==> src/rtl/fir_seq_pkg.sv <==
package fir_seq_pkg;

    typedef enum logic [1:0] {
        SEQ_IDLE = 2'd0,
        SEQ_FILL = 2'd1,
        SEQ_RUN  = 2'd2
    } seq_state_e;

    typedef struct packed {
        logic clr;
        logic step;
    } cnt_ctl_t;

    // Bits needed to hold values 0..limit (at least one bit)
    function automatic int cnt_width(input int limit);
        return (limit < 2) ? 1 : $clog2(limit + 1);
    endfunction

endpackage

==> src/rtl/seq_counter.sv <==
module seq_counter
    import fir_seq_pkg::*;
#(
    parameter int LIMIT = 1,
    localparam int W = cnt_width(LIMIT)
) (
    input  logic         clk,
    input  logic         rst_n,
    input  cnt_ctl_t     ctl,
    output logic [W-1:0] cnt,
    output logic         at_lim
);

    assign at_lim = (cnt == W'(LIMIT));

    always_ff @(posedge clk) begin
        if (!rst_n)
            cnt <= '0;
        else if (ctl.clr)
            cnt <= '0;
        else if (ctl.step && !at_lim)
            cnt <= cnt + 1'b1;
    end

    // a counter at its limit stays there until cleared
    p_sat_hold_r3: assert property (@(posedge clk) disable iff (!rst_n)
        (at_lim && !ctl.clr) |=> at_lim);

endmodule

==> src/rtl/seq_ctrl.sv <==
module seq_ctrl
    import fir_seq_pkg::*;
(
    input  logic       clk,
    input  logic       rst_n,
    input  logic       start,
    input  logic       rd_done,
    input  logic       fill_done,
    input  logic       wr_done,
    output seq_state_e state,
    output logic       accept,
    output logic       reading,
    output logic       rdy
);

    assign accept = (state == SEQ_IDLE) && start;

    always_ff @(posedge clk) begin
        if (!rst_n) begin
            state   <= SEQ_IDLE;
            reading <= 1'b0;
            rdy     <= 1'b0;
        end else begin
            unique case (state)
                SEQ_IDLE: if (start) begin
                    state <= SEQ_FILL;
                    rdy   <= 1'b0;
                end
                SEQ_FILL: if (fill_done) state <= SEQ_RUN;
                SEQ_RUN: if (wr_done) begin
                    state <= SEQ_IDLE;
                    rdy   <= 1'b1;
                end
                default: state <= SEQ_IDLE;
            endcase

            if (accept)
                reading <= 1'b1;
            else if (reading && rd_done)
                reading <= 1'b0;
        end
    end

    // rdy is only ever seen while idle
    p_rdy_idle_r8: assert property (@(posedge clk) disable iff (!rst_n)
        rdy |-> (state == SEQ_IDLE));

endmodule

==> src/rtl/fir_run_seq.sv <==
module fir_run_seq
    import fir_seq_pkg::*;
#(
    parameter int DEPTH  = 1024,
    parameter int FILL   = 19,
    parameter int DATA_W = 32,
    localparam int ADDR_W = cnt_width(DEPTH - 1),
    localparam int FILL_LIM = (FILL > 0) ? FILL - 1 : 0
) (
    input  logic              clk,
    input  logic              rst_n,
    input  logic              start,
    output logic              rd_en,
    output logic [ADDR_W-1:0] rd_addr,
    input  logic [DATA_W-1:0] mem_q,
    output logic [DATA_W-1:0] dp_sample,
    output logic              wr_en,
    output logic [ADDR_W-1:0] wr_addr,
    output logic              rdy
);

    localparam int NCNT = 3;
    localparam int C_RD = 0;
    localparam int C_FL = 1;
    localparam int C_WR = 2;

    seq_state_e state;
    logic       accept;
    logic       reading;
    logic       zero_q;
    logic       busy;

    cnt_ctl_t   ctl    [NCNT];
    logic       lim    [NCNT];

    logic [ADDR_W-1:0]              rd_cnt;
    logic [ADDR_W-1:0]              wr_cnt;
    logic [cnt_width(FILL_LIM)-1:0] fill_cnt;

    assign busy = (state != SEQ_IDLE);

    assign ctl[C_RD] = '{clr: accept, step: reading};
    assign ctl[C_FL] = '{clr: accept, step: (state == SEQ_FILL)};
    assign ctl[C_WR] = '{clr: accept, step: (state == SEQ_RUN)};

    generate
        for (genvar g = 0; g < NCNT; g++) begin : g_cnt
            if (g == C_FL) begin : g_fill
                seq_counter #(.LIMIT(FILL_LIM)) u_cnt (
                    .clk(clk), .rst_n(rst_n), .ctl(ctl[g]),
                    .cnt(fill_cnt), .at_lim(lim[g]));
            end else if (g == C_RD) begin : g_rd
                seq_counter #(.LIMIT(DEPTH - 1)) u_cnt (
                    .clk(clk), .rst_n(rst_n), .ctl(ctl[g]),
                    .cnt(rd_cnt), .at_lim(lim[g]));
            end else begin : g_wr
                seq_counter #(.LIMIT(DEPTH - 1)) u_cnt (
                    .clk(clk), .rst_n(rst_n), .ctl(ctl[g]),
                    .cnt(wr_cnt), .at_lim(lim[g]));
            end
        end
    endgenerate

    seq_ctrl u_ctrl (
        .clk      (clk),
        .rst_n    (rst_n),
        .start    (start),
        .rd_done  (lim[C_RD]),
        .fill_done(lim[C_FL] && (state == SEQ_FILL)),
        .wr_done  (lim[C_WR] && (state == SEQ_RUN)),
        .state    (state),
        .accept   (accept),
        .reading  (reading),
        .rdy      (rdy)
    );

    // Zero feed: the sample slot is empty when no read was issued last cycle
    always_ff @(posedge clk) begin
        if (!rst_n) zero_q <= 1'b1;
        else        zero_q <= !reading;
    end

    assign rd_en     = reading;
    assign rd_addr   = rd_cnt;
    assign wr_en     = (state == SEQ_RUN);
    assign wr_addr   = wr_cnt;
    assign dp_sample = zero_q ? '0 : mem_q;

    // read address advances by one while reading
    p_rd_step_r3: assert property (@(posedge clk) disable iff (!rst_n)
        (rd_en && rd_addr != ADDR_W'(DEPTH - 1))
            |=> (rd_en && rd_addr == ADDR_W'($past(rd_addr) + 1'b1)));

    // write address advances by one while writing
    p_wr_step_r5: assert property (@(posedge clk) disable iff (!rst_n)
        (wr_en && wr_addr != ADDR_W'(DEPTH - 1))
            |=> (wr_en && wr_addr == ADDR_W'($past(wr_addr) + 1'b1)));

    // accepted start launches the read sweep at address 0
    p_launch_r2: assert property (@(posedge clk) disable iff (!rst_n)
        (!busy && start) |=> (rd_en && rd_addr == '0 && !wr_en && !rdy));

    // empty read slot yields a zero sample
    p_zero_feed_r7: assert property (@(posedge clk) disable iff (!rst_n)
        !rd_en |=> (dp_sample == '0));

    // final write is followed by ready
    p_done_r8: assert property (@(posedge clk) disable iff (!rst_n)
        (wr_en && wr_addr == ADDR_W'(DEPTH - 1)) |=> (rdy && !busy));

    // a start during a run does not end or restart it
    p_busy_keep_r9: assert property (@(posedge clk) disable iff (!rst_n)
        (busy && start && !(wr_en && wr_addr == ADDR_W'(DEPTH - 1)))
            |=> (busy && !rdy));

    // no memory traffic while ready
    p_rdy_quiet_r10: assert property (@(posedge clk) disable iff (!rst_n)
        rdy |-> (!rd_en && !wr_en));

endmodule

==> config.mk <==
export PLATFORM = sky130hd
export DESIGN_NAME = fir_run_seq
export DESIGN_NICKNAME = d
export VERILOG_FILES = /design/src/rtl/fir_seq_pkg.sv /design/src/rtl/seq_counter.sv /design/src/rtl/seq_ctrl.sv /design/src/rtl/fir_run_seq.sv
export SDC_FILE = /design/constraint.sdc
export NUM_CORES = 1
export LEC_CHECK = 0
export BUFFER_PORTS_ARGS = -buffer_cell sky130_fd_sc_hd__buf_2
export CAP_MARGIN = 20
export CORE_MARGIN = 4
export CORE_UTILIZATION = 30
export CTS_CLUSTER_DIAMETER = 50
export DETAILED_ROUTE_END_ITERATION = 8
export GPL_TIMING_DRIVEN = 1
export SLEW_MARGIN = 0
export SYNTH_ARGS = -nofsm -noshare
export SYNTH_HDL_FRONTEND = slang
export SYNTH_SLANG_ARGS = --single-unit
==> constraint.sdc <==
create_clock -name clk -period 3.4 [get_ports clk]
set_input_delay 0.51 -clock clk [delete_from_list [all_inputs] [get_ports clk]]
set_output_delay 0.51 -clock clk [all_outputs]
set_load 0.02 [all_outputs]
==> impl_results.md, run 1 <==
- Outcome: completed
- Clock transition at the registers of the reported paths: 0.06 ns
- Syn_area_per_cell: 8.482 um^2
- Register bit total from synthesis: 30
- DRT antenna net count: 0
- Clk buf depth: 2
- Die ar.: 6608 um^2
- Gates resized, CTS repair: 0
- Fmax: 491.9 MHz
- P per Cell Area: 336.0 nW/um^2
- Ys async rst share: 0
- Initial Util: 0.3116
- Sequential area share after synthesis: 0.3727
- 1st-pass router iterations: 4
- Top cell type by total area after synthesis: dfxtp_1
- Hold buffers post-CTS: 0
- CORE AREA: 5172 um^2
- Hold Path Origin: rst_n
- Inserted Clock Buffers: 5
- WP data arrival: 1.52 ns
- Sink Count: 30
- Total gr overflow: 0
- GPL Wtd Cong: 0.8007
- Worst Setup End Kind: output port
- CP startpoint kind: flip-flop
- Setup TNS: 0 ns
- Port Buffers: 89
- Top post-synthesis cells by count: 34 x nor2b_1, 30 x dfxtp_1, 17 x nor2_1
- Die Height: 81.29 um
- Top Metal Used: met4
- IO Pins: 90
- Layout cells sized above 1: 0.3710
- Remaining DRCs: 0
- Fin crit share: 0.5980
- Final Hold Vio Count: 0
- Syn-to-layout area delta: 38.04%
- Avg WL per Cell: 11.87 um
- Clock Skew: 0.006915 ns
- Syn Inst Count: 190
- Minimum clock period: 2.033 ns
- FF-to-FF End: g_cnt[0].g_rd.u_cnt.cnt[0]
- Crit path from: zero_q
- Peak supply drop: 162.9 uV
- Nets: 321
- Initial antenna violation count: 0
- HPWL Detailed: 3289 um
- Met1 WL: 1693 um
- Initial drt markers: 79
- Met3 wire length: 458 um
- Min-delay worst type: primary input to flip-flop
- Slew Limit Headroom: 0.3795
- R2r setup slk: 1.73 ns
- Fillers: 534
- Number of flops mapped to enable cells by yosys: 0
- WS Path Type: flip-flop to output port
- Crit Reg-Reg Startpoint: g_cnt[0].g_rd.u_cnt.cnt[1]
- Post-Route WL: 4190 um
- Met2 Wirelength: 1984 um
- Yosys warns: 0
- Largest net degree at the start of global routing: 33
- Syn_nets: 229
- DP Cell Count: 345
- WP data required: 2.89 ns
- Pleak: 0.9962 nW
- Vias in the first global route: 1474
- Synth Flop Type: dfxtp_1
- First-pass GRT wire length: 6320 um
- Post-CTS Setup Inserts: 0
- Final cell count without fillers: 353
- Post-Syn Area: 1612 um^2
- CTS tree: built
- Post-synth top area share: 0.3727
- Worst slew pin tran: 0.9296 ns
- Setup violators final: 0
- Crit-path max FO: 32
- Max-Cap Viols: 0
- Worst Reg-to-Reg Cells: 5
- Synth top area cells: dfxtp_1 37%, nor2b_1 13%, nor2_1 4.0%
- N_diodes: 0
- Root Buffer: clkbuf_8
- Dominant cell by count in the synthesized netlist: nor2b_1
- DR vias: 1659
- Worst-Skew Late Latency: 0.28 ns
- Hold endpoint: zero_q
- Row count: 26
- RSZ-0062 raised after global routing: false
- Cell variety after synth: 41
- Die Span X: 81.29 um
- Vias per cell: 4.700
- Max Slew Vio Count: 0
- Hold Path Depth: 2
- H-Tree Depth: 2
- Gr usage total: 0.1221
registers in the layout (all words and copies together), names as in the netlist:
register,count
zero_q,1
u_ctrl.reading,1
g_cnt.g_fill.u_cnt.cnt,5
u_ctrl.rdy,1
u_ctrl.state,2
g_cnt.g_wr.u_cnt.cnt,10
g_cnt.g_rd.u_cnt.cnt,10
worst max-delay path, stage by stage (launching register included):
cell	delay, ns
dfxtp_1	0.93
nor2b_1	0.11
buf_2	0.20
area by class of cell:
class                           instances  area, um^2  area share
Clock buffer                            7       86.33     0.03881
Inverter                                5       20.02    0.008999
Tap cell                               70       87.58     0.03937
Timing Repair Buffer                   90       452.9      0.2036
Multi-Input combinational cell        150       972.2      0.4370
Sequential cell                        30       600.6      0.2700
Clock inverter                          1       5.005    0.002250
how the worst max path moves through the flow:
stage / to / cells past startpoint / slack [ns]
after global placement: dp_sample[6] / 2 / 1.68
final: dp_sample[22] / 2 / 1.37
after CTS: dp_sample[22] / 2 / 1.31
after global routing: dp_sample[7] / 2 / 1.23
after floorplan: g_cnt[0].g_rd.u_cnt.cnt[0] / 5 / 1.76
after detailed placement: dp_sample[22] / 2 / 1.61
layout by cell type, fill, tap and decap left out, types with 2 or more instances in the layout:
| master | instances |
|---|---|
| buf_2 | 89 |
| nor2b_1 | 34 |
| dfxtp_1 | 30 |
| nor2_1 | 17 |
| nand2_1 | 11 |
| a21oi_1 | 11 |
| nand3_1 | 7 |
| o21ai_0 | 7 |
| nand4_1 | 6 |
| clkbuf_8 | 6 |
| xor2_1 | 5 |
| nor3_1 | 5 |
| a211oi_1 | 5 |
| inv_1 | 4 |
| or4_1 | 4 |
| or3_1 | 4 |
| ha_1 | 4 |
| xnor2_1 | 3 |
| clkinv_2 | 2 |
| o21a_1 | 2 |
| nor4_1 | 2 |
| and4_1 | 2 |
| o31ai_1 | 2 |
per-layer routing:
metal	track usage	vias to the layer above
met5	0	-
met4	0.05068	0
met3	0.03104	4
met2	0.2207	65
met1	0.1342	724
li1	-	866
power by group:
group	switching, W	internal (W)
logic	0.0000473	0.0000407
clock network	0.000128	0.000163
registers	0.0000112	0.000357
metrics by stage:
step                      utilization  hold slack, ns  total power [W]  instance area (um^2)  setup slack [ns]
after floorplan                     -          0.4706        0.0004245                  1612             1.757
after global placement         0.4124          0.4829        0.0004650                  2133             1.675
after detailed placement       0.4124          0.4826        0.0004654                  2133             1.609
after CTS                      0.4301          0.4408        0.0007584                  2225             1.311
after global routing           0.4301          0.4601        0.0007832                  2225             1.226
final                          0.4301          0.4450        0.0007474                  2225             1.367
logic make-up after synthesis:
kind of cell	share of synthesized area
compound gates	0.1506
xor+xnor	0.04348
fa+ha+maj	0.03106
buf+inv	0.02406
flops	0.3727
mux	0.006211
simple gates	0.3719
No activity file was read; power rests on OpenSTA's default activity.
==> run 2: changes to the inputs <==
Clock period 3.4 ns to 2.1 ns, I/O delays scaled along.
==> run 2 against run 1 <==
Effect of this change: cell area rose by 0.34%; final cell count rose by 0.28%; die area did not move.
==> impl_results.md, run 2 (same netlist as run 1, synthesis figures left out) <==
- Minimum clock period: 1.678 ns
- Gr usage total: 0.1239 (+0.001818)
- Port Buffers: 89 (unchanged)
- CP startpoint kind: flip-flop
- Outcome: completed
- P per Cell Area: 541.7 nW/um^2 (+61%)
- Worst Setup End Kind: flip-flop
- WP data required: 2.26 ns (-0.63 ns)
- Sink Count: 30 (unchanged)
- CTS tree: built
- Peak supply drop: 233.1 uV (+43%)
- Initial antenna violation count: 0 (unchanged)
- Fmax: 596.0 MHz
- Inserted Clock Buffers: 5 (unchanged)
- Clock Skew: 0.007584 ns (+0.0006696 ns)
- Most common cell after layout, fill and taps aside: buf_2
- Initial Util: 0.3116 (unchanged)
- Seq pwr share: 0.486 (-0.007)
- CORE AREA: 5172 um^2 (unchanged)
- Row count: 26 (unchanged)
- Pleak: 1.000 nW (+0.43%)
- Worst path slowest cell: o31ai_1
- Syn-to-layout area delta: 38.51%
- Max-Cap Viols: 0 (unchanged)
- Hold buffers post-CTS: 0 (unchanged)
- HPWL Detailed: 3328 um (+1.2%)
- Die Height: 81.29 um (unchanged)
- Post-Route WL: 4264 um (+1.8%)
- Final Hold Vio Count: 0 (unchanged)
- Critical path, cell by cell: ha_1 -> nand2_1 -> o31ai_1 -> xor2_1 -> nor2_1
- Min-delay worst type: primary input to flip-flop
- Slew Limit Headroom: 0.6296 (+0.2501)
- Slowest cell delay on critical path: 0.47 ns (-0.46 ns)
- Initial drt markers: 39 (-51%)
- DR vias: 1705 (+2.8%)
- IO Pins: 90 (unchanged)
- Fin crit share: 0.7990
- Remaining DRCs: 0 (unchanged)
- Total Power: 0.001209 W (+62%)
- 1st-pass router iterations: 4 (unchanged)
- Max Slew Vio Count: 0 (unchanged)
- Final cell count without fillers: 354 (+0.28%)
- Comb pwr share: 0.126 (+0.008)
- Total gr overflow: 0 (unchanged)
- Clock transition at the registers of the reported paths: 0.06 ns (about the same)
- Largest regs: g_cnt.g_rd.u_cnt.cnt x10, g_cnt.g_wr.u_cnt.cnt x10, g_cnt.g_fill.u_cnt.cnt x5
- Post-CTS Setup Inserts: 0 (unchanged)
- GPL Wtd Cong: 0.7044 (-12%)
- N_diodes: 0 (unchanged)
- Crit-path max FO: 7 (-78%)
- Pre-CTS setup slack: 0.4396 ns (-1.169 ns)
- H-Tree Depth: 2 (unchanged)
- Psw: 0.0003004 W (+61%)
- Clock group share of total power: 0.388 (-0.002)
- Worst-Skew Late Latency: 0.27 ns (about the same)
- Root Buffer: clkbuf_8
- DRT antenna net count: 0 (unchanged)
- Vias in the first global route: 1486 (+0.81%)
- Die ar.: 6608 um^2 (unchanged)
- Avg WL per Cell: 12.05 um (+1.5%)
- WS Path Type: flip-flop to flip-flop
- WP data arrival: 1.84 ns (+0.32 ns)
- DP Cell Count: 346 (+0.29%)
- RSZ-0062 raised after global routing: false
- Nets: 322 (+0.31%)
- Switching Share: 0.2484 (-0.001692)
- Setup TNS: 0 ns (unchanged)
- First-pass GRT wire length: 6451 um (+2.1%)
- Vias per cell: 4.816 (+2.5%)
- Gates resized, CTS repair: 0 (unchanged)
- Layout cells sized above 1: 0.3732 (+0.002215)
- Worst slew pin tran: 0.5482 ns (-0.3814 ns)
- Die Span X: 81.29 um (unchanged)
- Final WS setup: 0.4222 ns (-0.9448 ns)
- Largest net degree at the start of global routing: 33 (unchanged)
- Clk buf depth: 2 (unchanged)
- Fillers: 530 (-0.75%)
- Most frequent cells in the layout: 89 x buf_2, 34 x nor2b_1, 30 x dfxtp_1
- Internal: 0.0009087 W (+62%)
- Setup violators final: 0 (unchanged)
-- run 2: cell types whose count changed in the layout (fill, tap and decap cells not counted) --
| cell | change |
|---|---|
| buf_4 | +1 |
-- run 2: area by class of cell --
type,instances,area [um^2],area share
Clock buffer,7,86.33,0.03868
Timing Repair Buffer,91,460.4,0.2063
Multi-Input combinational cell,150,972.2,0.4355
Tap cell,70,87.58,0.03924
Clock inverter,1,5.005,0.002242
Sequential cell,30,600.6,0.2691
Inverter,5,20.02,0.008969
-- run 2: worst paths after layout --
kind | end | slack, ns | depth (start not counted) | from
setup reg to reg | g_cnt[0].g_rd.u_cnt.cnt[0] | 0.42 | 5 | g_cnt[0].g_rd.u_cnt.cnt[0]
hold reg to reg | u_ctrl.rdy | 0.49 | 2 | u_ctrl.rdy
hold / removal | zero_q | 0.25 | 2 | rst_n
setup / recovery | g_cnt[0].g_rd.u_cnt.cnt[0] | 0.42 | 5 | g_cnt[0].g_rd.u_cnt.cnt[0]
-- run 2: worst max-delay path, delay by kind of cell, from the launching register on --
kind                     cells  cell delay (ns)
AO/OA/AOI/OAI                1             0.47
flip-flops                   1             0.41
adder cells (fa/ha/maj)      1             0.35
XOR/XNOR                     1             0.18
AND/OR/NAND/NOR              2             0.16
-- run 2: metal layers --
layer	up-vias	wire [um]	global-route usage
li1	862	-	-
met2	73	2064	0.2378
met4	0	51	0.04054
met5	-	0	0
met1	764	1677	0.1268
met3	6	471	0.03548
-- run 2: power groups by stage --
stage | logic (W) | clock network, W | registers, W
6_report | 0.000152 | 0.000469 | 0.000588
5_1_grt | 0.000169 | 0.000517 | 0.000589
4_1_cts | 0.000155 | 0.000487 | 0.000588
3_5_place_dp | 0.000155 | 0 | 0.000600
3_3_place_gp | 0.000154 | 0 | 0.000600
2_1_floorplan | 0.0000840 | 0 | 0.000603
-- run 2: per-stage QoR --
step	cell area, um^2	util	hold WS [ns]
after floorplan	1612	-	0.3850
after global placement	2141	0.4139	0.4815
after detailed placement	2141	0.4139	0.4791
after CTS	2232	0.4315	0.2444
after global routing	2232	0.4315	0.2531
final	2232	0.4315	0.2504
